$ cat config.mk
export PLATFORM = sky130hd
export DESIGN_NAME = gain_index_stepper
export DESIGN_NICKNAME = d
export VERILOG_FILES = /design/src/rtl/gis_pkg.sv /design/src/rtl/gis_severity.sv /design/src/rtl/gis_split_route.sv /design/src/rtl/gis_satsub.sv /design/src/rtl/gain_index_stepper.sv
export SDC_FILE = /design/constraint.sdc
export NUM_CORES = 1
export LEC_CHECK = 0
export BUFFER_PORTS_ARGS = -buffer_cell sky130_fd_sc_hd__clkbuf_2
export CAP_MARGIN = 20
export CORE_MARGIN = 2
export CORE_UTILIZATION = 45
export DETAILED_ROUTE_END_ITERATION = 6
export PLACE_DENSITY = 0.8
export RECOVER_POWER = 25
export SLEW_MARGIN = 0
export SYNTH_ARGS = -nofsm -noshare
export SYNTH_HDL_FRONTEND = slang
export SYNTH_HIERARCHICAL = 1
export SYNTH_SLANG_ARGS = --single-unit
$ cat constraint.sdc
create_clock -name clk -period 3 [get_ports clk]
set_input_delay 0.3 -clock clk [delete_from_list [all_inputs] [get_ports clk]]
set_output_delay 0.3 -clock clk [all_outputs]
set_load 0.1 [all_outputs]
$ cat src/rtl/gis_pkg.sv
package gis_pkg;
    typedef enum logic [1:0] {
        SEV_NONE = 2'd0,
        SEV_C3   = 2'd1,
        SEV_C2   = 2'd2,
        SEV_C1   = 2'd3
    } sev_e;
endpackage

$ cat src/rtl/gis_severity.sv
module gis_severity
    import gis_pkg::*;
#(
    parameter int C1_W = 4,
    parameter int C23_W = 3,
    parameter int SW = 4
) (
    input  logic             adc_large,
    input  logic             adc_small,
    input  logic             lim_large,
    input  logic             dig_sat,
    input  logic [C1_W-1:0]  step_c1,
    input  logic [C23_W-1:0] step_c2,
    input  logic [C23_W-1:0] step_c3,
    output sev_e             sev,
    output logic [SW-1:0]    step
);
    always_comb begin
        if (adc_large && (lim_large || dig_sat)) begin
            sev  = SEV_C1;
            step = SW'(step_c1);
        end else if (adc_large || lim_large || dig_sat) begin
            sev  = SEV_C2;
            step = SW'(step_c2);
        end else if (adc_small) begin
            sev  = SEV_C3;
            step = SW'(step_c3);
        end else begin
            sev  = SEV_NONE;
            step = '0;
        end
    end
endmodule

$ cat src/rtl/gis_split_route.sv
module gis_split_route #(
    parameter int LMT_W = 7
) (
    input  logic             adc_large,
    input  logic             adc_small,
    input  logic             lim_large,
    input  logic             dig_sat,
    input  logic [LMT_W-1:0] lim_cur,
    input  logic [LMT_W-1:0] lim_floor,
    output logic             hit_lim,
    output logic             hit_lpf,
    output logic             hit_dig
);
    logic any_adc;
    logic upper;

    always_comb begin
        any_adc = adc_large | adc_small;
        upper   = lim_cur > lim_floor;
        hit_lim = lim_large | (any_adc & upper);
        hit_lpf = any_adc & ~upper;
        hit_dig = dig_sat;
    end
endmodule

$ cat src/rtl/gis_satsub.sv
module gis_satsub #(
    parameter int W = 7,
    parameter int SW = 4
) (
    input  logic [W-1:0]  a,
    input  logic [SW-1:0] s,
    output logic [W-1:0]  y
);
    localparam int MW = (W > SW) ? W : SW;

    logic [MW-1:0] a_ext;
    logic [MW-1:0] s_ext;
    logic [MW-1:0] diff;

    always_comb begin
        a_ext = MW'(a);
        s_ext = MW'(s);
        diff  = a_ext - s_ext;
        y     = (a_ext >= s_ext) ? diff[W-1:0] : '0;
    end
endmodule

$ cat src/rtl/gain_index_stepper.sv
module gain_index_stepper
    import gis_pkg::*;
#(
    parameter int LMT_W = 7,
    parameter int LPF_W = 6,
    parameter int DIG_W = 5,
    parameter int C1_W = 4,
    parameter int C23_W = 3
) (
    input  logic             clk,
    input  logic             rst_n,
    input  logic             split_mode,
    input  logic             step_en,
    input  logic             ovl_adc_large,
    input  logic             ovl_adc_small,
    input  logic             ovl_lim_large,
    input  logic             ovl_dig_sat,
    input  logic [C1_W-1:0]  cfg_step_c1,
    input  logic [C23_W-1:0] cfg_step_c2,
    input  logic [C23_W-1:0] cfg_step_c3,
    input  logic [LMT_W-1:0] cfg_lim_max,
    input  logic [LMT_W-1:0] cfg_lim_floor,
    input  logic [LPF_W-1:0] cfg_lpf_init,
    input  logic [DIG_W-1:0] cfg_dig_init,
    output logic [LMT_W-1:0] lim_idx,
    output logic [LPF_W-1:0] lpf_idx,
    output logic [DIG_W-1:0] dig_idx
);
    localparam int STEP_W = (C1_W > C23_W) ? C1_W : C23_W;

    typedef struct packed {
        logic [LMT_W-1:0] lim;
        logic [LPF_W-1:0] lpf;
        logic [DIG_W-1:0] dig;
    } idx_t;

    idx_t st_d, st_q;

    sev_e              sev;
    logic [STEP_W-1:0] full_step;
    logic              hit_lim, hit_lpf, hit_dig;
    logic [STEP_W-1:0] lim_step;
    logic              lpf_step, dig_step;
    logic [LMT_W-1:0]  lim_sub;
    logic [LPF_W-1:0]  lpf_sub;
    logic [DIG_W-1:0]  dig_sub;

    gis_severity #(.C1_W(C1_W), .C23_W(C23_W), .SW(STEP_W)) u_sev (
        .adc_large (ovl_adc_large),
        .adc_small (ovl_adc_small),
        .lim_large (ovl_lim_large),
        .dig_sat   (ovl_dig_sat),
        .step_c1   (cfg_step_c1),
        .step_c2   (cfg_step_c2),
        .step_c3   (cfg_step_c3),
        .sev       (sev),
        .step      (full_step)
    );

    gis_split_route #(.LMT_W(LMT_W)) u_route (
        .adc_large (ovl_adc_large),
        .adc_small (ovl_adc_small),
        .lim_large (ovl_lim_large),
        .dig_sat   (ovl_dig_sat),
        .lim_cur   (st_q.lim),
        .lim_floor (cfg_lim_floor),
        .hit_lim   (hit_lim),
        .hit_lpf   (hit_lpf),
        .hit_dig   (hit_dig)
    );

    always_comb begin
        if (!step_en)
            lim_step = '0;
        else if (split_mode)
            lim_step = hit_lim ? STEP_W'(1) : '0;
        else
            lim_step = full_step;
        lpf_step = step_en & split_mode & hit_lpf;
        dig_step = step_en & split_mode & hit_dig;
    end

    gis_satsub #(.W(LMT_W), .SW(STEP_W)) u_sub_lim (.a(st_q.lim), .s(lim_step), .y(lim_sub));
    gis_satsub #(.W(LPF_W), .SW(1))      u_sub_lpf (.a(st_q.lpf), .s(lpf_step), .y(lpf_sub));
    gis_satsub #(.W(DIG_W), .SW(1))      u_sub_dig (.a(st_q.dig), .s(dig_step), .y(dig_sub));

    always_comb begin
        st_d = st_q;
        if (!rst_n) begin
            st_d.lim = cfg_lim_max;
            st_d.lpf = cfg_lpf_init;
            st_d.dig = cfg_dig_init;
        end else begin
            st_d.lim = lim_sub;
            st_d.lpf = lpf_sub;
            st_d.dig = dig_sub;
        end
    end

    always_ff @(posedge clk) begin
        st_q <= st_d;
    end

    assign lim_idx = st_q.lim;
    assign lpf_idx = st_q.lpf;
    assign dig_idx = st_q.dig;

    // no strobe, no movement
    assert_hold_idle_R10: assert property (@(posedge clk) disable iff (!rst_n)
        !step_en |=> ($stable(lim_idx) && $stable(lpf_idx) && $stable(dig_idx)));

    // combined mode leaves the filter and digital tables alone
    assert_full_keeps_aux_R11: assert property (@(posedge clk) disable iff (!rst_n)
        (step_en && !split_mode) |=> ($stable(lpf_idx) && $stable(dig_idx)));

    // exact case-1 subtraction when it fits
    assert_full_c1_R2: assert property (@(posedge clk) disable iff (!rst_n)
        (step_en && !split_mode && ovl_adc_large && (ovl_lim_large || ovl_dig_sat)
         && lim_idx >= LMT_W'(cfg_step_c1))
        |=> lim_idx == $past(lim_idx) - LMT_W'($past(cfg_step_c1)));

    // clamp at zero instead of wrapping
    assert_floor_zero_R6: assert property (@(posedge clk) disable iff (!rst_n)
        (step_en && !split_mode && ovl_adc_large && (ovl_lim_large || ovl_dig_sat)
         && lim_idx < LMT_W'(cfg_step_c1))
        |=> lim_idx == '0);

    // split-mode limiter steps are single indices and never rise
    assert_split_unit_R7: assert property (@(posedge clk) disable iff (!rst_n)
        (step_en && split_mode)
        |=> ((lim_idx == $past(lim_idx)) || (lim_idx + LMT_W'(1) == $past(lim_idx))));

    // ADC overload at or below the limit drains the filter table
    assert_adc_lower_R8: assert property (@(posedge clk) disable iff (!rst_n)
        (step_en && split_mode && (ovl_adc_large || ovl_adc_small) && !ovl_lim_large
         && lim_idx <= cfg_lim_floor && lpf_idx != '0)
        |=> ($stable(lim_idx) && lpf_idx + LPF_W'(1) == $past(lpf_idx)));
endmodule

# --- Word level (Yosys, flattened, before mapping) ---
# Cells that the tools add are included.
op_classes:
  n_addsub: 3
  mul: 0
  div: 0
  order_cmp: 4
  n_eq_ne: 0
  n_shift: 0
  mux: 10
  n_bitwise: 8
  reduce_logical: 4
ops:
  columns: ["cell", "n"]
  rows:
  - ["2-to-1 mux 18 bit", 1]
  - ["2-to-1 mux 4 bit", 4]
  - [">= comparator 7 x 4 -> 1 bit", 1]
  - ["greater-than comparator 7 bit", 1]
  - ["2-to-1 mux 7 bit", 1]
  - ["subtractor 7 x 4 -> 7 bit", 1]
  - [">= comparator 6 x 1 -> 1 bit", 1]
  - ["2-to-1 mux 6 bit", 1]
  - ["subtractor 6 x 1 -> 6 bit", 1]
  - ["AND 1 bit", 5]
  - [">= comparator 5 x 1 -> 1 bit", 1]
  - ["2-to-1 mux 5 bit", 1]
  - ["subtractor 5 x 1 -> 5 bit", 1]
  - ["logical OR 1 bit", 3]
  - ["2-to-1 mux 3 bit", 1]
  - ["bitwise OR 1 bit", 2]
  - ["logical AND 1 bit", 1]
  - ["2-to-1 mux 1 bit", 1]
  - ["inverter 1 bit", 1]
totals:
  regBits: 18
  latchBits: 0
  mem_bits_rw: 0
  romBits: 0
  input_bits: 43
  out_inout_bits: 18
  wordCells: 32
  mem_count: 0

# --- Depth between registers and ports, before layout ---
logic_depth:
  depth_word: 9
  mapped_depth: 14
  depth_no_buf: 14

# --- Hierarchy ---
# Netlist, hierarchy kept.
by_module_without_submodules:
  columns: ["mod", "instances", "cells_per_inst", "area_each_um2", "seq_area_each_um2"]
  rows:
  - ["gain_index_stepper", 1, 46, 685.7, 360.3]
  - ["gis_satsub (u_sub_lim)", 1, 38, 296.5, 0.0]
  - ["gis_split_route", 1, 30, 225.2, 0.0]
  - ["gis_satsub (u_sub_lpf)", 1, 22, 155.1, 0.0]
  - ["gis_severity", 1, 21, 148.9, 0.0]
  - ["gis_satsub (u_sub_dig)", 1, 21, 136.4, 0.0]

# --- Worst setup path after synthesis ---
# No wires, ideal clock.
synth_timing:
  path_type: "reg-to-reg"
  from: "register st_q, in the netlist lim_idx[4]"
  to: "register st_q, in the netlist lpf_idx[2]"
  arrival_time_ns: 3.503
  t_required_ns: 2.879
  path_slack_ns: -0.624
  stages_incl_launch_ff: 12
  n_path_buf: 0
  synth_period_minus_slack_ns: 3.624
  cell_sequence: "dfxtp_1 -> ha_1 -> a21o_1 -> a311oi_1 -> a21o_1 -> and3_1 -> ha_1 -> ha_1 -> or3b_4 -> nor4_4 -> nor2_1 -> mux2_4"
synth_lines:
  columns: ["item", "line", "text"]
  rows:
  - ["start: declaration", "gain_index_stepper.sv:37", "idx_t st_d, st_q;"]
  - ["start signal: assignment", "gain_index_stepper.sv:101", "st_q <= st_d;"]

==> results.txt <==
----------------------------------------------------
[Clock network]
  Count of instances resized after the clock tree is built ... 0
  Number of buffers inserted by post-CTS setup repair ... 0
  TritonCTS Buffers ... 3
  Clock slew seen by the registers of the worst setup and hold paths ... 0.11 ns
  Count of hold-fix buffers inserted at cts ... 0
  Maximum level of the CTS H-tree ... 1
  Maximum number of buffers from clock root to sink ... 2
  Clock Latency Late Sink ... ~0.29 ns
  Root buffer selected by CTS ... sky130_fd_sc_hd__clkbuf_4
  Clk sinks ... 18
  TritonCTS clock tree ... done

[Critical path]
  Crit path max-delay cell type ... sky130_fd_sc_hd__dfxtp_2
  Delay contributed by the slowest stage of the critical path ... ~0.37 ns
  Family with the most delay on the worst path ... compound AO/OA/AOI/OAI gates
  CP Max Fanout ... 7
  CP required ... between 3 and 4 ns
  Startpoint kind of the worst setup timing path ... flop
  Element type at the critical path end ... flop
  Critical path type ... reg -> reg
  Total buffers and inverters traversed by the critical path ... 0
  Chain of cells forming the critical path ... ha_1 -> nand4_2 -> a21o_1 -> a211oi_2 -> mux2i_1 -> nor2b_1 -> ha_2 -> nor2b_4 -> o31a_4 -> nor3_4 -> mux2_4 -> mux2_2
  Data arrival time at the worst-slack endpoint ... a little over 3 ns

[Place]
  Number of port buffers ... 60
  Final Wtd Congestion ... 0.788
  Worst setup timing slack at the placement stage ... -0.0316 ns
  Final HPWL from detailed placement ... 2.81 mm

[Route]
  M1 wire length ... 1.59 mm
  Number of detailed-routing iterations run before antenna repair ... 4
  Routed Antenna Nets ... 0
  Wire length reported by the detailed router ... around 3.5 mm
  Wire length on met2 ... between 1.5 and 2 mm
  Vias after detailed routing ... 1448
  Sum of met3 wire segment lengths after detailed routing ... approximately 220 um
  Vias per cell ... approximately 5.1
  Number of remaining DRC errors ... 0
  Number of design-rule violations left by the first detailed-router iteration ... 41
  Routed length per instance ... about 12 um
  Top Metal Used ... met4

[Global routing]
  Initial antenna violation count ... 0
  Vias in the first global route ... about 1300
  Global-route wire length before repair ... 5.50 mm
  Combined global-route utilization of all metal layers ... 0.165
  Maximum number of pins on one net before global-route repair ... 19
  Total gr overflow ... 0

[STA]
  Number of failing hold endpoints at the final stage ... 0
  Worst slew margin relative to its limit ... 0.210
  Measured slew at the worst slew-check pin ... 1.19 ns
  Final worst setup slack ... 0.170 ns
  Setup violations, final ... 0
  Final worst path period need ... about 2.8 ns
  Setup repair after global routing missed its margin ... true
  Setup TNS after final layout ... 0 ns
  Crit share post-route ... 0.943
  Achievable clock frequency ... 0.353 GHz
  Number of pins with negative max-slew slack in the final report ... 0
  Clock skew ... around 0.0018 ns

[Power and ir drop]
  Worst-case vdd ir drop ... 385 uV
  Leakage power total ... 0.976 nW
  Power per standard cell area ... 832 mW/mm2

[Cells and area]
  Growth of design area from synthesis to finish ... 25.3%
  Number of antenna cells inserted ... 0
  Final net count ... roughly 300
  Fraction of final layout cells sized beyond drive strength 1 ... 0.433
  Count of fill cells added during filler insertion ... around 320

[Floorplanning]
  Total I/O pin count ... 61
  Starting utilization of the core area ... 0.479
  Floorplan die height ... between 60 and 70 um
  Number of rows in the core area ... 21
  Full die area ... about 0.0041 mm2
  Core Box Area ... 0.00339 mm2
  Chip Width ... 64.1 um

[Synth]
  Number of warnings printed during yosys synthesis ... 6
  Cells after synthesis ... ~180
  Avg Cell Area, Syn ... approximately 9.3 um2
  Post-Syn Nets ... 234
  Syn Std Cell Area ... 0.00162 mm2

[Run]
  Max Cap Violations ... 0

[Hold path]
  Worst min-delay path class ... in -> reg

[Status]
  Outcome ... completed

----------------------------------------------------
worst register-to-register path: cells and delay by family (launching register included):
kind | cells | cell delay, ns
multiplexers | 3 | 0.66
adder cells (fa/ha/maj) | 2 | 0.58
AND/OR/NAND/NOR | 4 | 0.41
AO/OA/AOI/OAI | 3 | 0.70
flip-flops | 1 | 0.37
placed cells by master, fill, tap and decap left out, types with 4 or more instances in the layout:
cell / instances
sky130_fd_sc_hd__clkbuf_2: 53
sky130_fd_sc_hd__inv_1: 19
sky130_fd_sc_hd__nor2_1: 14
sky130_fd_sc_hd__mux2_4: 11
sky130_fd_sc_hd__mux2_2: 11
sky130_fd_sc_hd__dfxtp_1: 11
sky130_fd_sc_hd__ha_1: 11
sky130_fd_sc_hd__a21oi_1: 9
sky130_fd_sc_hd__clkbuf_1: 8
sky130_fd_sc_hd__nor3_1: 6
sky130_fd_sc_hd__nand2_1: 6
sky130_fd_sc_hd__nor2b_1: 5
sky130_fd_sc_hd__dfxtp_2: 5
sky130_fd_sc_hd__o21ai_0: 5
sky130_fd_sc_hd__a21o_1: 4
routing by layer:
layer | GRT usage | up-vias
li1 | - | 759
met1 | 0.214 | 648
met2 | 0.276 | 39
met3 | 0.0405 | 2
met4 | 0.0326 | 0
met5 | 0 | -
worst paths after layout:
check                                         from            endpoint  slack [ns]  cells after the start
worst max-delay path            lim_idx[5]$_DFF_P_  lim_idx[5]$_DFF_P_        0.17                     12
worst min-delay path               cfg_dig_init[2]  dig_idx[2]$_DFF_P_        0.23                      2
worst max register to register  lim_idx[5]$_DFF_P_  lim_idx[5]$_DFF_P_        0.17                     12
worst min register to register  lim_idx[5]$_DFF_P_  lim_idx[5]$_DFF_P_        0.71                      2
final cells by class:
class                   count  area (um2)  area share
multi-input cells         134        1190       0.585
well taps                  46        57.6      0.0283
flip-flops and latches     18         374       0.184
clock buffers               4        26.3      0.0129
repair buffers             63         314       0.154
inverters                  19        71.3      0.0351
metrics by stage:
stage / power, W / area, um2 / util / cells / hold slack, ns
detailed placement: 0.00154 / 1980 / 0.585 / 280 / 0.530
global route: 0.00180 / 2030 / 0.600 / 284 / 0.210
global placement: 0.00153 / 1980 / 0.585 / 280 / 0.526
floorplan: 0.00134 / 1650 / - / 175 / 0.443
CTS: 0.00167 / 2010 / 0.593 / 284 / 0.215
finish: 0.00169 / 2030 / 0.600 / 284 / 0.226
power breakdown:
| part | internal [W] | total [W] | switching [W] |
|---|---|---|---|
| registers | 0.000315 | 0.000387 | 0.0000722 |
| logic | 0.000396 | 0.00118 | 0.000780 |
| clock network | 0.0000516 | 0.000128 | 0.0000764 |
| total | 0.000763 | 0.00169 | 0.000929 |
sequential cells by signal (all words and copies together) (netlist names):
name / count
lim_idx: 7
dig_idx: 5
lpf_idx: 6
No activity file was read; power rests on OpenSTA's default activity.
